===== config.mk =====
export PLATFORM = sky130hd
export DESIGN_NAME = wide_addr_decode
export DESIGN_NICKNAME = d
export VERILOG_FILES = /design/src/rtl/wad_pkg.sv /design/src/rtl/wad_phase_fsm.sv /design/src/rtl/wad_addr_reg.sv /design/src/rtl/wide_addr_decode.sv
export SDC_FILE = /design/constraint.sdc
export NUM_CORES = 1
export LEC_CHECK = 0
export CAP_MARGIN = 20
export CORE_ASPECT_RATIO = 0.75
export CORE_MARGIN = 2
export CORE_UTILIZATION = 50
export CTS_BUF_LIST = sky130_fd_sc_hd__clkbuf_4 sky130_fd_sc_hd__clkbuf_8
export CTS_CLUSTER_SIZE = 28
export DETAILED_ROUTE_END_ITERATION = 7
export DONT_BUFFER_PORTS = 1
export PLACE_DENSITY = 0.76
export SLEW_MARGIN = 25
export SYNTH_ARGS = -nofsm -noshare
export SYNTH_HDL_FRONTEND = slang
export SYNTH_SLANG_ARGS = --single-unit

===== constraint.sdc =====
create_clock -name clk -period 1.85 [get_ports clk]
set_input_delay 0.0925 -clock clk [delete_from_list [all_inputs] [get_ports clk]]
set_output_delay 0.0925 -clock clk [all_outputs]
set_load 0.02 [all_outputs]

===== src/rtl/wad_pkg.sv =====
package wad_pkg;
  typedef enum logic [1:0] {
    PH_IDLE = 2'd0,
    PH_HIGH = 2'd1,
    PH_BUSY = 2'd2
  } phase_e;

  // command value that flags a two-clock address on the first clock
  localparam logic [3:0] DUAL_CODE = 4'b1101;
endpackage


===== src/rtl/wad_phase_fsm.sv =====
module wad_phase_fsm
  import wad_pkg::*;
#(
  parameter int CMD_W = 4
) (
  input  logic             clk,
  input  logic             rst_n,
  input  logic             frame_n,
  input  logic [CMD_W-1:0] cbe_n,
  input  logic             dual_en,
  output logic             cap_single,
  output logic             cap_low,
  output logic             cap_high,
  output logic             reject
);
  phase_e st_q, st_d;
  logic   first_clk;
  logic   is_code;

  always_comb begin
    first_clk  = (st_q == PH_IDLE) && !frame_n;
    is_code    = (cbe_n == DUAL_CODE);
    cap_single = first_clk && !is_code;
    cap_low    = first_clk && is_code && dual_en;
    reject     = first_clk && is_code && !dual_en;
    cap_high   = (st_q == PH_HIGH);
  end

  always_comb begin
    st_d = st_q;
    unique case (st_q)
      PH_IDLE: if (first_clk) st_d = cap_low ? PH_HIGH : PH_BUSY;
      PH_HIGH: st_d = PH_BUSY;
      PH_BUSY: if (frame_n) st_d = PH_IDLE;
      default: st_d = PH_IDLE;
    endcase
  end

  always_ff @(posedge clk or negedge rst_n) begin
    if (!rst_n) st_q <= PH_IDLE;
    else        st_q <= st_d;
  end

  // second address clock only ever follows an accepted first clock
  a_r3_high_after_low: assert property (@(posedge clk) disable iff (!rst_n)
    (st_q == PH_HIGH) |-> $past(cap_low));

  // a frame held low never reopens the idle phase
  a_r8_busy_holds: assert property (@(posedge clk) disable iff (!rst_n)
    ((st_q == PH_BUSY) && !frame_n) |=> (st_q == PH_BUSY));
endmodule


===== src/rtl/wad_addr_reg.sv =====
module wad_addr_reg #(
  parameter int ADDR_W = 44,
  parameter int AD_W   = 32,
  parameter int CMD_W  = 4
) (
  input  logic              clk,
  input  logic              rst_n,
  input  logic [AD_W-1:0]   ad,
  input  logic [CMD_W-1:0]  cbe_n,
  input  logic              cap_single,
  input  logic              cap_low,
  input  logic              cap_high,
  input  logic              reject,
  output logic              addr_vld,
  output logic [ADDR_W-1:0] addr,
  output logic [CMD_W-1:0]  cmd,
  output logic              is_dual,
  output logic              dual_reject
);
  localparam int HI_W = ADDR_W - AD_W;

  logic [AD_W-1:0]   lo_hold_q;
  logic [ADDR_W-1:0] addr_q, addr_d;
  logic [CMD_W-1:0]  cmd_q;
  logic              vld_q, dual_q, rej_q;
  logic              commit;

  always_comb begin
    commit = cap_single || cap_high;
    if (cap_high) addr_d = {ad[HI_W-1:0], lo_hold_q};
    else          addr_d = {{HI_W{1'b0}}, ad};
  end

  always_ff @(posedge clk or negedge rst_n) begin
    if (!rst_n) lo_hold_q <= '0;
    else if (cap_low) lo_hold_q <= ad;
  end

  always_ff @(posedge clk or negedge rst_n) begin
    if (!rst_n) begin
      addr_q <= '0;
      cmd_q  <= '0;
      dual_q <= 1'b0;
    end else if (commit) begin
      addr_q <= addr_d;
      cmd_q  <= cbe_n;
      dual_q <= cap_high;
    end
  end

  always_ff @(posedge clk or negedge rst_n) begin
    if (!rst_n) begin
      vld_q <= 1'b0;
      rej_q <= 1'b0;
    end else begin
      vld_q <= commit;
      rej_q <= reject;
    end
  end

  assign addr_vld    = vld_q;
  assign addr        = addr_q;
  assign cmd         = cmd_q;
  assign is_dual     = dual_q;
  assign dual_reject = rej_q;

  // one-clock address lands zero-extended with its own command
  a_r2_single_capture: assert property (@(posedge clk) disable iff (!rst_n)
    cap_single |=> (addr_vld && !is_dual && addr == {{HI_W{1'b0}}, $past(ad)}
                    && cmd == $past(cbe_n)));

  // high bits and command come from the second clock
  a_r3_dual_capture: assert property (@(posedge clk) disable iff (!rst_n)
    cap_high |=> (addr_vld && is_dual && addr[ADDR_W-1:AD_W] == $past(ad[HI_W-1:0])
                  && cmd == $past(cbe_n)));

  // a reject never coincides with a strobe and lasts one cycle
  a_r6_reject_no_strobe: assert property (@(posedge clk) disable iff (!rst_n)
    dual_reject |-> !addr_vld);
  a_r6_reject_pulse: assert property (@(posedge clk) disable iff (!rst_n)
    dual_reject |=> !dual_reject);

  // strobe is a single-cycle pulse
  a_r7_strobe_pulse: assert property (@(posedge clk) disable iff (!rst_n)
    addr_vld |=> !addr_vld);

  // outputs hold between strobes
  a_r10_hold: assert property (@(posedge clk) disable iff (!rst_n)
    !addr_vld |-> ($stable(addr) && $stable(cmd) && $stable(is_dual)));
endmodule


===== src/rtl/wide_addr_decode.sv =====
module wide_addr_decode #(
  parameter int ADDR_W = 44,
  parameter int AD_W   = 32,
  parameter int CMD_W  = 4
) (
  input  logic              clk,
  input  logic              rst_n,
  input  logic              frame_n,
  input  logic [AD_W-1:0]   ad,
  input  logic [CMD_W-1:0]  cbe_n,
  input  logic              dual_en,
  output logic              addr_vld,
  output logic [ADDR_W-1:0] addr,
  output logic [CMD_W-1:0]  cmd,
  output logic              is_dual,
  output logic              dual_reject
);
  logic cap_single, cap_low, cap_high, reject;

  wad_phase_fsm #(.CMD_W(CMD_W)) u_fsm (
    .clk        (clk),
    .rst_n      (rst_n),
    .frame_n    (frame_n),
    .cbe_n      (cbe_n),
    .dual_en    (dual_en),
    .cap_single (cap_single),
    .cap_low    (cap_low),
    .cap_high   (cap_high),
    .reject     (reject)
  );

  wad_addr_reg #(.ADDR_W(ADDR_W), .AD_W(AD_W), .CMD_W(CMD_W)) u_dp (
    .clk         (clk),
    .rst_n       (rst_n),
    .ad          (ad),
    .cbe_n       (cbe_n),
    .cap_single  (cap_single),
    .cap_low     (cap_low),
    .cap_high    (cap_high),
    .reject      (reject),
    .addr_vld    (addr_vld),
    .addr        (addr),
    .cmd         (cmd),
    .is_dual     (is_dual),
    .dual_reject (dual_reject)
  );

  // nothing is reported in the first cycle out of reset
  a_r1_quiet_after_reset: assert property (@(posedge clk) disable iff (!rst_n)
    !$past(rst_n) |-> (!addr_vld && !dual_reject));
endmodule


==> summary.txt, run 1 <==
Clock Sinks: 85
Post-CTS Setup Inserts: 0
RePlAce Congestion: 0.739
Grt ovf: 0
Clock share of power: 0.342
Initial antenna violation count: 0
IO Count: 91
Worst vdd ir: 0.000589 V
Setup TNS: 0 ps
Area of the multi-input gates: 0.00145 mm^2
Seq. cell area: 0.00213 mm^2
Critical path class: register to register
Final Critical Period: 1710 ps
Critical Path RT: 2100 ps
Main flop type after synthesis: dfrtp_1
Total CTS buffers: 9
Global Route Usage Sum: 0.224
Detail-routed net length per standard cell: 18.1 um
Post-CTS Hold Buffers: 38
N_diodes: 0
Failing checks: negative hold slack
Most frequent cell after synthesis: nand2_1
Drt drc: 0
Pwr dens: 981 mW/mm^2
Row Count: 27
Synthesized Nets: 366
Max-slew violation count: 0
Worst-path clk slew: 90 ps
Core area: 0.00726 mm^2
Final worst-path cycle share: 0.922
Vias/cell: 5.63
Internal Pwr Total: 3150 uW
Initial core utilization: 0.509
TritonCTS clock tree: built
Drt total wl: 8.42 mm
Post-CTS Resized: 0
Synthesis warning total: 0
Worst rel slew slack: 0.684
Initial DRC count: 130
Clock Skews: 7.38 ps
Clk_lat worst skew: 360 ps
Mapped cell area: 0.00370 mm^2
Crit start category: register
First-pass GRT wire length: 13.9 mm
CTS max path bufs: 2
Flop pwr share: 0.554
Root Buffer: clkbuf_8
Top post-synthesis cells by area: dfrtp_1 58%, mux2_4 12%, nand2_1 9.1%, o211ai_1 6.5%, nand3_1 4.3%
Switch share: 0.270
Vias in the first global route: 2796
Distinct cell type count of the synthesized netlist: 27
Worst Tran Pin Value: 474 ps
Die area: 0.00810 mm^2
Gate power share: 0.104
Critical path endpoint category: register
Leakage: 0.00203 uW
Die height: 78.5 um
Commonest cells post-synth: 90 x nand2_1, 85 x dfrtp_1, 32 x nand3_1, 32 x o211ai_1, 30 x mux2_4
Post-synth top area share: 0.575
ANT nets after route: 0
Worst hold-check path type: input port to async pin
Largest net degree at the start of global routing: 86
CP max FO: 25
RSZ-0062 raised after global routing: no
Fin. Hold Viols: 85
Number of enable flip-flop cells after synthesis: 0
Setup violators final: 0
Status: finished with violations
Hold Slack: -590 ps
Area Overhead vs Synth: 19.1%
Chip width: 103 um
Seq cells post-synth: 85
Async SR Flop Fraction: 1.00
Vias: 2611
First-pass DRT Iterations: 4
Fillers: 608
Final core utilization: 0.606
CTS H-tree depth: 3
Seq/Total Area, Yosys: 0.575
Nets: 398
Cells after synthesis: 326
Share of cells above drive strength 1: 0.182
Crit path arrival time: 1950 ps
Synth Area per Inst: 11.3 um^2
PortBufs: 0
Area leader, netlist: dfrtp_1
Psw: 1170 uW
Maximum clock frequency: 0.586 GHz
Dpl hpwl: 4.99 mm
Max-Cap Viols: 0
==> path summary, 6_finish.rpt <==
path / endpoint / from / slack [ps] / depth (start not counted)
max in group asynchronous: u_dp.lo_hold_q[30]$_DFFE_PN0P_ / rst_n / 2330 / 0
min in group clk: u_fsm.st_q[1]$_DFFE_PN0P_ / dual_en / 30 / 2
max: u_dp.lo_hold_q[2]$_DFFE_PN0P_ / u_fsm.st_q[0]$_DFFE_PN0P_ / 140 / 4
min reg2reg: u_dp.addr[8]$_DFFE_PN0P_ / u_dp.lo_hold_q[8]$_DFFE_PN0P_ / 510 / 2
max reg2reg: u_dp.lo_hold_q[2]$_DFFE_PN0P_ / u_fsm.st_q[0]$_DFFE_PN0P_ / 140 / 4
min: u_dp.addr[13]$_DFFE_PN0P_ / rst_n / -590 / 0
==> area by class of cell <==
class                      count  area share
sequential                    85       0.483
inverter                       1    0.000853
clock buffer                  10      0.0313
tap                          101      0.0287
clock inverter                 6      0.0196
multi-input combinational    215       0.330
timing repair buffer          46       0.106
==> through the flow <==
stage / cell area [um^2] / hold slack, ps / std cells / power, uW / setup slack, ps
after floorplan: 3700 / -203 / 326 / 2690 / 413
after global placement: 3800 / -201 / 410 / 2770 / 226
after detailed placement: 3800 / -201 / 410 / 2790 / 153
after CTS: 4400 / -602 / 464 / 4340 / 138
after global routing: 4400 / -614 / 464 / 4490 / 58.5
final: 4400 / -590 / 464 / 4320 / 144
==> flip-flops by register name, summed over array words and instances (netlist names) <==
register	flops
u_dp.is_dual	1
u_dp.dual_reject	1
u_dp.lo_hold_q	32
u_fsm.st_q	2
u_dp.addr	44
u_dp.cmd	4
u_dp.addr_vld	1
==> layer usage <==
metal	share of wire	global-route usage	vias to the layer above
met4	0.011	0.0566	0
li1	-	-	1183
met1	0.44	0.294	1313
met5	0	0	-
met3	0.081	0.0801	10
met2	0.47	0.355	105
==> cell usage in the layout, fill, tap and decap left out, drive strengths merged <==
cell / Yosys / routed
nand4b: 1 / 1
nor2b: 1 / 1
o21ai: 12 / 12
bufinv: 0 / 2
a21oi: 1 / 1
o31ai: 1 / 1
nor3b: 1 / 1
buf: 11 / 8
and4b: 1 / 1
nor2: 1 / 1
dfrtp: 85 / 85
dlygate4sd3: 0 / 38
nand3: 33 / 33
and3: 1 / 1
clkinvlp: 0 / 1
o211ai: 32 / 32
nor3: 1 / 1
mux2: 36 / 36
clkbuf: 14 / 10
and2: 1 / 1
inv: 1 / 1
nand2b: 1 / 1
a21o: 1 / 1
clkinv: 0 / 3
nand2: 90 / 90
==> power groups by stage <==
stage / sequential, uW / clock (uW) / combinational [uW]
after detailed placement: 2420 / 0 / 367
after global routing: 2420 / 1570 / 498
after global placement: 2420 / 0 / 347
after floorplan: 2380 / 0 / 317
final: 2390 / 1480 / 448
after CTS: 2390 / 1510 / 448
==> cells by family after synthesis <==
logic type	after synthesis	synth area share
AND/OR/NAND/NOR	132	0.161
flip-flops	85	0.575
AO/OA/AOI/OAI	47	0.0877
multiplexers	36	0.140
buffers and inverters	26	0.0355
==> worst max-delay path, stage by stage, from the launching register on <==
cell	delay, ps
dfrtp_1	450
nor3_4	350
nand3_4	220
buf_12	240
mux2_4	310
(Power assumes the default switching activity.)
==> inputs of run 2 (changes only) <==
ABC_AREA = 1   (was default)
CTS_CLUSTER_SIZE = 30   (was 28)
==> run 2 against run 1 <==
Compared with the run above:
- the flow still finishes with violations (negative hold slack)
- sequential power hardly changed
- utilization is 0.34 points lower
- final cell count is 31% higher
- sequential cell count stayed put
==> summary.txt, run 2 <==
Nets: 542
CTS max path bufs: 2
RePlAce Congestion: 0.769
Critical path endpoint category: register
CTS H-tree depth: 3
Seq. cell area: 0.00213 mm^2
Leakage: 0.00241 uW
Post-CTS Resized: 0
Initial antenna violation count: 0
Grt ovf: 0
Seq cells post-synth: 85
Final worst-path cycle share: 0.855
Drt drc: 0
WP buf/inv: 1
Critical Path RT: 2140 ps
Fillers: 683
Clock share of power: 0.306
Vias in the first global route: 3075
Hold Slack: -575 ps
Number of enable flip-flop cells after synthesis: 0
Die height: 79.8 um
Synth Area per Inst: 7.97 um^2
Total CTS buffers: 9
Worst path max stage delay: 420 ps
Crit start category: register
Root Buffer: clkbuf_8
RSZ-0062 raised after global routing: no
Crit-path cells: inv_2 > nand2_2 > nor2_4 > nand2_2 > nand2_4 > nand2_1 > nand2_1
Worst R2R Setup Slack: 270 ps
Drt total wl: 9.35 mm
Largest register FFs: 44
PortBufs: 0
Failing checks: negative hold slack
Worst-path clk slew: 90 ps
Top Family by Delay on Critical Path: simple AND/OR/NAND/NOR gates
Global Route Usage Sum: 0.236
TritonCTS clock tree: built
First-pass DRT Iterations: 5
Main flop type after synthesis: dfrtp_1
Mapped cell area: 0.00383 mm^2
Dpl hpwl: 5.33 mm
Detail-routed net length per standard cell: 15.4 um
Post-CTS Hold Buffers: 39
Row Count: 27
Status: finished with violations
Slowest cell on crit path: dfrtp_1
Final core utilization: 0.602
ANT nets after route: 0
Clock Sinks: 85
Worst Tran Pin Value: 805 ps
IO Count: 91
Async SR Flop Fraction: 1.00
Setup violators final: 0
Flop pwr share: 0.589
Commonest non-fill, non-tap cell in the layout: nand2_1
Fin. Hold Viols: 85
Switch share: 0.301
Setup TNS: 0 ps
Psw: 1210 uW
Clock Skews: 8.35 ps
Most frequent cells in the layout: 264 x nand2_1, 85 x dfrtp_1, 48 x nand3_1
Area of the multi-input gates: 0.00150 mm^2
Crit. Startpoint: u_fsm.st_q[0]$_DFFE_PN0P_
Initial DRC count: 237
Critical path class: register to register
Clk_lat worst skew: 350 ps
Share of cells above drive strength 1: 0.0651
Worst hold-check path type: input port to async pin
Area leader, netlist: dfrtp_1
Cells after synthesis: 480
Commonest cells post-synth: 265 x nand2_1, 85 x dfrtp_1, 48 x nand3_1, 32 x nand4_1, 18 x buf_2
Core area: 0.00736 mm^2
CP max FO: 37
Most frequent cell after synthesis: nand2_1
Pwr dens: 908 mW/mm^2
Die area: 0.00838 mm^2
Initial core utilization: 0.520
Area Overhead vs Synth: 15.9%
Synthesized Nets: 520
Worst rel slew slack: 0.462
Max-slew violation count: 0
Vias: 3246
Gate power share: 0.105
Maximum clock frequency: 0.632 GHz
Reg2reg start: u_fsm.st_q[0]$_DFFE_PN0P_
Synthesis warning total: 0
Top post-synthesis cells by area: dfrtp_1 56%, nand2_1 26%, nand3_1 6.3%, nand4_1 5.2%, buf_2 2.4%
First-pass GRT wire length: 15.5 mm
N_diodes: 0
Vias/cell: 5.34
Max-Cap Viols: 0
Final Critical Period: 1580 ps
Chip width: 105 um
Worst vdd ir: 0.000465 V
Distinct cell type count of the synthesized netlist: 16
Crit path arrival time: 1870 ps
Largest net degree at the start of global routing: 86
Internal Pwr Total: 2820 uW
Post-synth top area share: 0.556
Post-CTS Setup Inserts: 0
Seq/Total Area, Yosys: 0.556
[run 2: changes by cell type after synthesis, sizes merged, moves of 13 or more]
cell and change:
buf +13, mux2 -36, nand4 +32, nand2 +178
nand3 +16, o211ai -32
[run 2: stage by stage]
step / total power, uW / setup slack [ps] / hold slack (ps) / cell area [um^2] / cells
after floorplan: 2650 / 591 / -203 / 3830 / 480
after global routing: 4240 / 115 / -604 / 4440 / 608
after global placement: 2710 / 349 / -201 / 3850 / 553
after detailed placement: 2740 / 266 / -200 / 3850 / 553
after CTS: 4070 / 255 / -591 / 4440 / 608
final: 4030 / 268 / -575 / 4440 / 608
[run 2: worst register-to-register path: stages (launching register included)]
cell	delay, ps
dfrtp_1	420
inv_2	60
nand2_2	50
nor2_4	160
nand2_2	220
nand2_4	400
nand2_1	130
nand2_1	80
[run 2: cells by family (layout without fill, tap and decap cells)]
kind of cell | count (synthesis) | count (layout) | share of synthesized area
AND/OR/NAND/NOR | 354 | 354 | 0.391
flip-flops | 85 | 85 | 0.556
buffers and inverters | 41 | 68 | 0.0530
[run 2: power by group through the flow]
| stage | Combinational [uW] | Clock [uW] | Sequential, uW |
|---|---|---|---|
| after floorplan | 282 | 0 | 2370 |
| after global placement | 307 | 0 | 2400 |
| after detailed placement | 325 | 0 | 2410 |
| after CTS | 422 | 1270 | 2380 |
| after global routing | 488 | 1350 | 2400 |
| final | 422 | 1230 | 2380 |
[run 2: layout make-up]
type	instances	area share
clock buffer	11	0.0341
sequential	85	0.479
tap	101	0.0285
timing repair buffer	45	0.106
multi-input combinational	354	0.338
clock inverter	5	0.00790
inverter	7	0.00592
[run 2: routing by layer]
layer,global-route usage,routed length [um],vias up
li1,-,-,1573
met3,0.0816,714,16
met5,0,0,-
met4,0.0747,154,0
met2,0.379,4360,109
met1,0.304,4120,1548
[run 2: path summary, 6_finish.rpt]
kind | end | cells past startpoint
worst max-delay path | u_dp.addr[15]$_DFFE_PN0P_ | 7
worst min-delay path | u_dp.addr[5]$_DFFE_PN0P_ | 0
worst max register to register | u_dp.addr[15]$_DFFE_PN0P_ | 7
worst min register to register | u_dp.lo_hold_q[2]$_DFFE_PN0P_ | 2
max in group asynchronous | u_dp.lo_hold_q[6]$_DFFE_PN0P_ | 0
min in group clk | u_dp.lo_hold_q[11]$_DFFE_PN0P_ | 3
==> inputs of run 3 (changes only) <==
==> constraint.sdc (replaced) <==
create_clock -name clk -period 1.85 [get_ports clk]
set_input_delay 0.37 -clock clk [delete_from_list [all_inputs] [get_ports clk]]
set_output_delay 0.37 -clock clk [all_outputs]
set_load 0.02 [all_outputs]
==> run 3 against run 2 <==
Compared with the run above:
- the run still ends with negative hold slack left
- design area down 7.9%
- critical endpoint is now u_dp.addr[7]$_DFFE_PN0P_
- setup slack better by 36 ps
- sequential power about the same
- highest routed layer unchanged
- maximum frequency up 2.3%
- register-to-register slack better by 40 ps
- via count down 5.5%
- die area unchanged
- sequential share of layout area up 4.1 points
==> summary.txt, run 3 (synthesis gave the netlist of run 2 again) <==
Detail-routed net length per standard cell: 15.7 um
Global Route Usage Sum: 0.224
Final Critical Period: 1550 ps
Clock Skews: 9.64 ps
Reg2reg start: u_fsm.st_q[1]$_DFFE_PN0P_
ANT nets after route: 0
Area Overhead vs Synth: 6.77%
Crit start category: register
Chip width: 105 um
PortBufs: 0
Max-slew violation count: 0
Initial core utilization: 0.520
Vias: 3069
Core area: 0.00736 mm^2
Vias/cell: 5.37
Leakage: 0.00228 uW
Critical Path RT: 2130 ps
Final Non-Filler Cells: 571
Setup violators final: 0
CTS max path bufs: 2
Largest register FFs: 44
Final core utilization: 0.555
Worst vdd ir: 0.000455 V
Worst-path clk slew: 80 ps
Drt drc: 0
IO Count: 91
Max-Cap Viols: 0
RePlAce Congestion: 0.792
Critical path endpoint category: register
Most frequent cells in the layout: 264 x nand2_1, 85 x dfrtp_1, 48 x nand3_1
Dpl hpwl: 5.59 mm
Clock Sinks: 85
Failing checks: negative hold slack
Crit path arrival time: 1830 ps
CTS H-tree depth: 3
CP max FO: 44
Largest net degree at the start of global routing: 86
Row Count: 27
Total power: 4190 uW
Pwr dens: 1030 mW/mm^2
TritonCTS clock tree: built
Setup TNS: 0 ps
First-pass DRT Iterations: 4
Commonest non-fill, non-tap cell in the layout: nand2_1
Critical path class: register to register
Total CTS buffers: 9
Hold Slack: -285 ps
Fin. Hold Viols: 85
FF-to-FF End: u_dp.addr[7]$_DFFE_PN0P_
Worst Tran Pin Value: 768 ps
Share of cells above drive strength 1: 0.0723
Post-CTS Resized: 0
Path depth of the worst reg2reg path: 7
Die height: 79.8 um
Worst rel slew slack: 0.487
Worst R2R Setup Slack: 300 ps
Grt ovf: 0
Nets: 505
Drt total wl: 8.96 mm
Final worst-path cycle share: 0.836
Status: finished with violations
Root Buffer: clkbuf_8
Maximum clock frequency: 0.647 GHz
N_diodes: 0
Initial DRC count: 226
Placed Cells: 555
Clk_lat worst skew: 350 ps
Post-CTS Setup Inserts: 0
Worst hold-check path type: input port to async pin
Initial antenna violation count: 0
Die area: 0.00838 mm^2
RSZ-0062 raised after global routing: no
First-pass GRT wire length: 14.9 mm
Vias in the first global route: 2950
[run 3: changes by cell type in the layout (fill, tap and decap cells not counted), sizes merged]
cell | previous run | this run
clkinvlp | 4 | 0
bufinv | 0 | 2
dlygate4sd3 | 38 | 0
buf | 7 | 8
clkinv | 1 | 3
[run 3: worst max-delay path by stage]
stage / to / slack (ps) / startpoint
2_1_floorplan: u_dp.addr[34]$_DFFE_PN0P_ / 590 / u_fsm.st_q[0]$_DFFE_PN0P_
3_3_place_gp: u_dp.addr[30]$_DFFE_PN0P_ / 380 / u_fsm.st_q[0]$_DFFE_PN0P_
3_5_place_dp: u_dp.addr[7]$_DFFE_PN0P_ / 320 / u_fsm.st_q[1]$_DFFE_PN0P_
4_1_cts: u_dp.addr[7]$_DFFE_PN0P_ / 300 / u_fsm.st_q[1]$_DFFE_PN0P_
5_1_grt: u_dp.addr[7]$_DFFE_PN0P_ / 170 / u_fsm.st_q[1]$_DFFE_PN0P_
6_report: u_dp.addr[7]$_DFFE_PN0P_ / 300 / u_fsm.st_q[1]$_DFFE_PN0P_
[run 3: per-stage QoR]
stage          setup WS (ps)  area, um^2  hold slack (ps)
2_1_floorplan            591        3830             74.4
3_3_place_gp             381        3850             76.4
3_5_place_dp             322        3850             76.9
4_1_cts                  303        4090             -309
5_1_grt                  171        4090             -311
6_report                 304        4090             -285
[run 3: power breakdown]
part           switching, uW  total, uW  internal [uW]
Clock                    657       1490            837
Sequential               303       2380           2070
Combinational            191        320            129
[run 3: metal layers]
layer,vias to the layer above,share of wire,global-route usage
met1,1470,0.43,0.285
met2,101,0.48,0.363
li1,1491,-,-
met3,7,0.083,0.0710
met5,-,0,0
met4,0,0.0083,0.0813
[run 3: cell type report]
cell class / count / area (um^2)
clock buffer: 11 / 151
clock inverter: 5 / 82.6
fill: 739 / 3280
inverter: 7 / 26.3
multi-input combinational: 354 / 1500
sequential: 85 / 2130
tap: 101 / 126
timing repair buffer: 8 / 72.6
[run 3: critical path: stages (launching register included)]
cell and delay, ps:
dfrtp_1 380, inv_2 60, nand2_2 70, inv_2 570, nand2_1 130, nand2_1 130, nand2_1 70, nand2_1 70
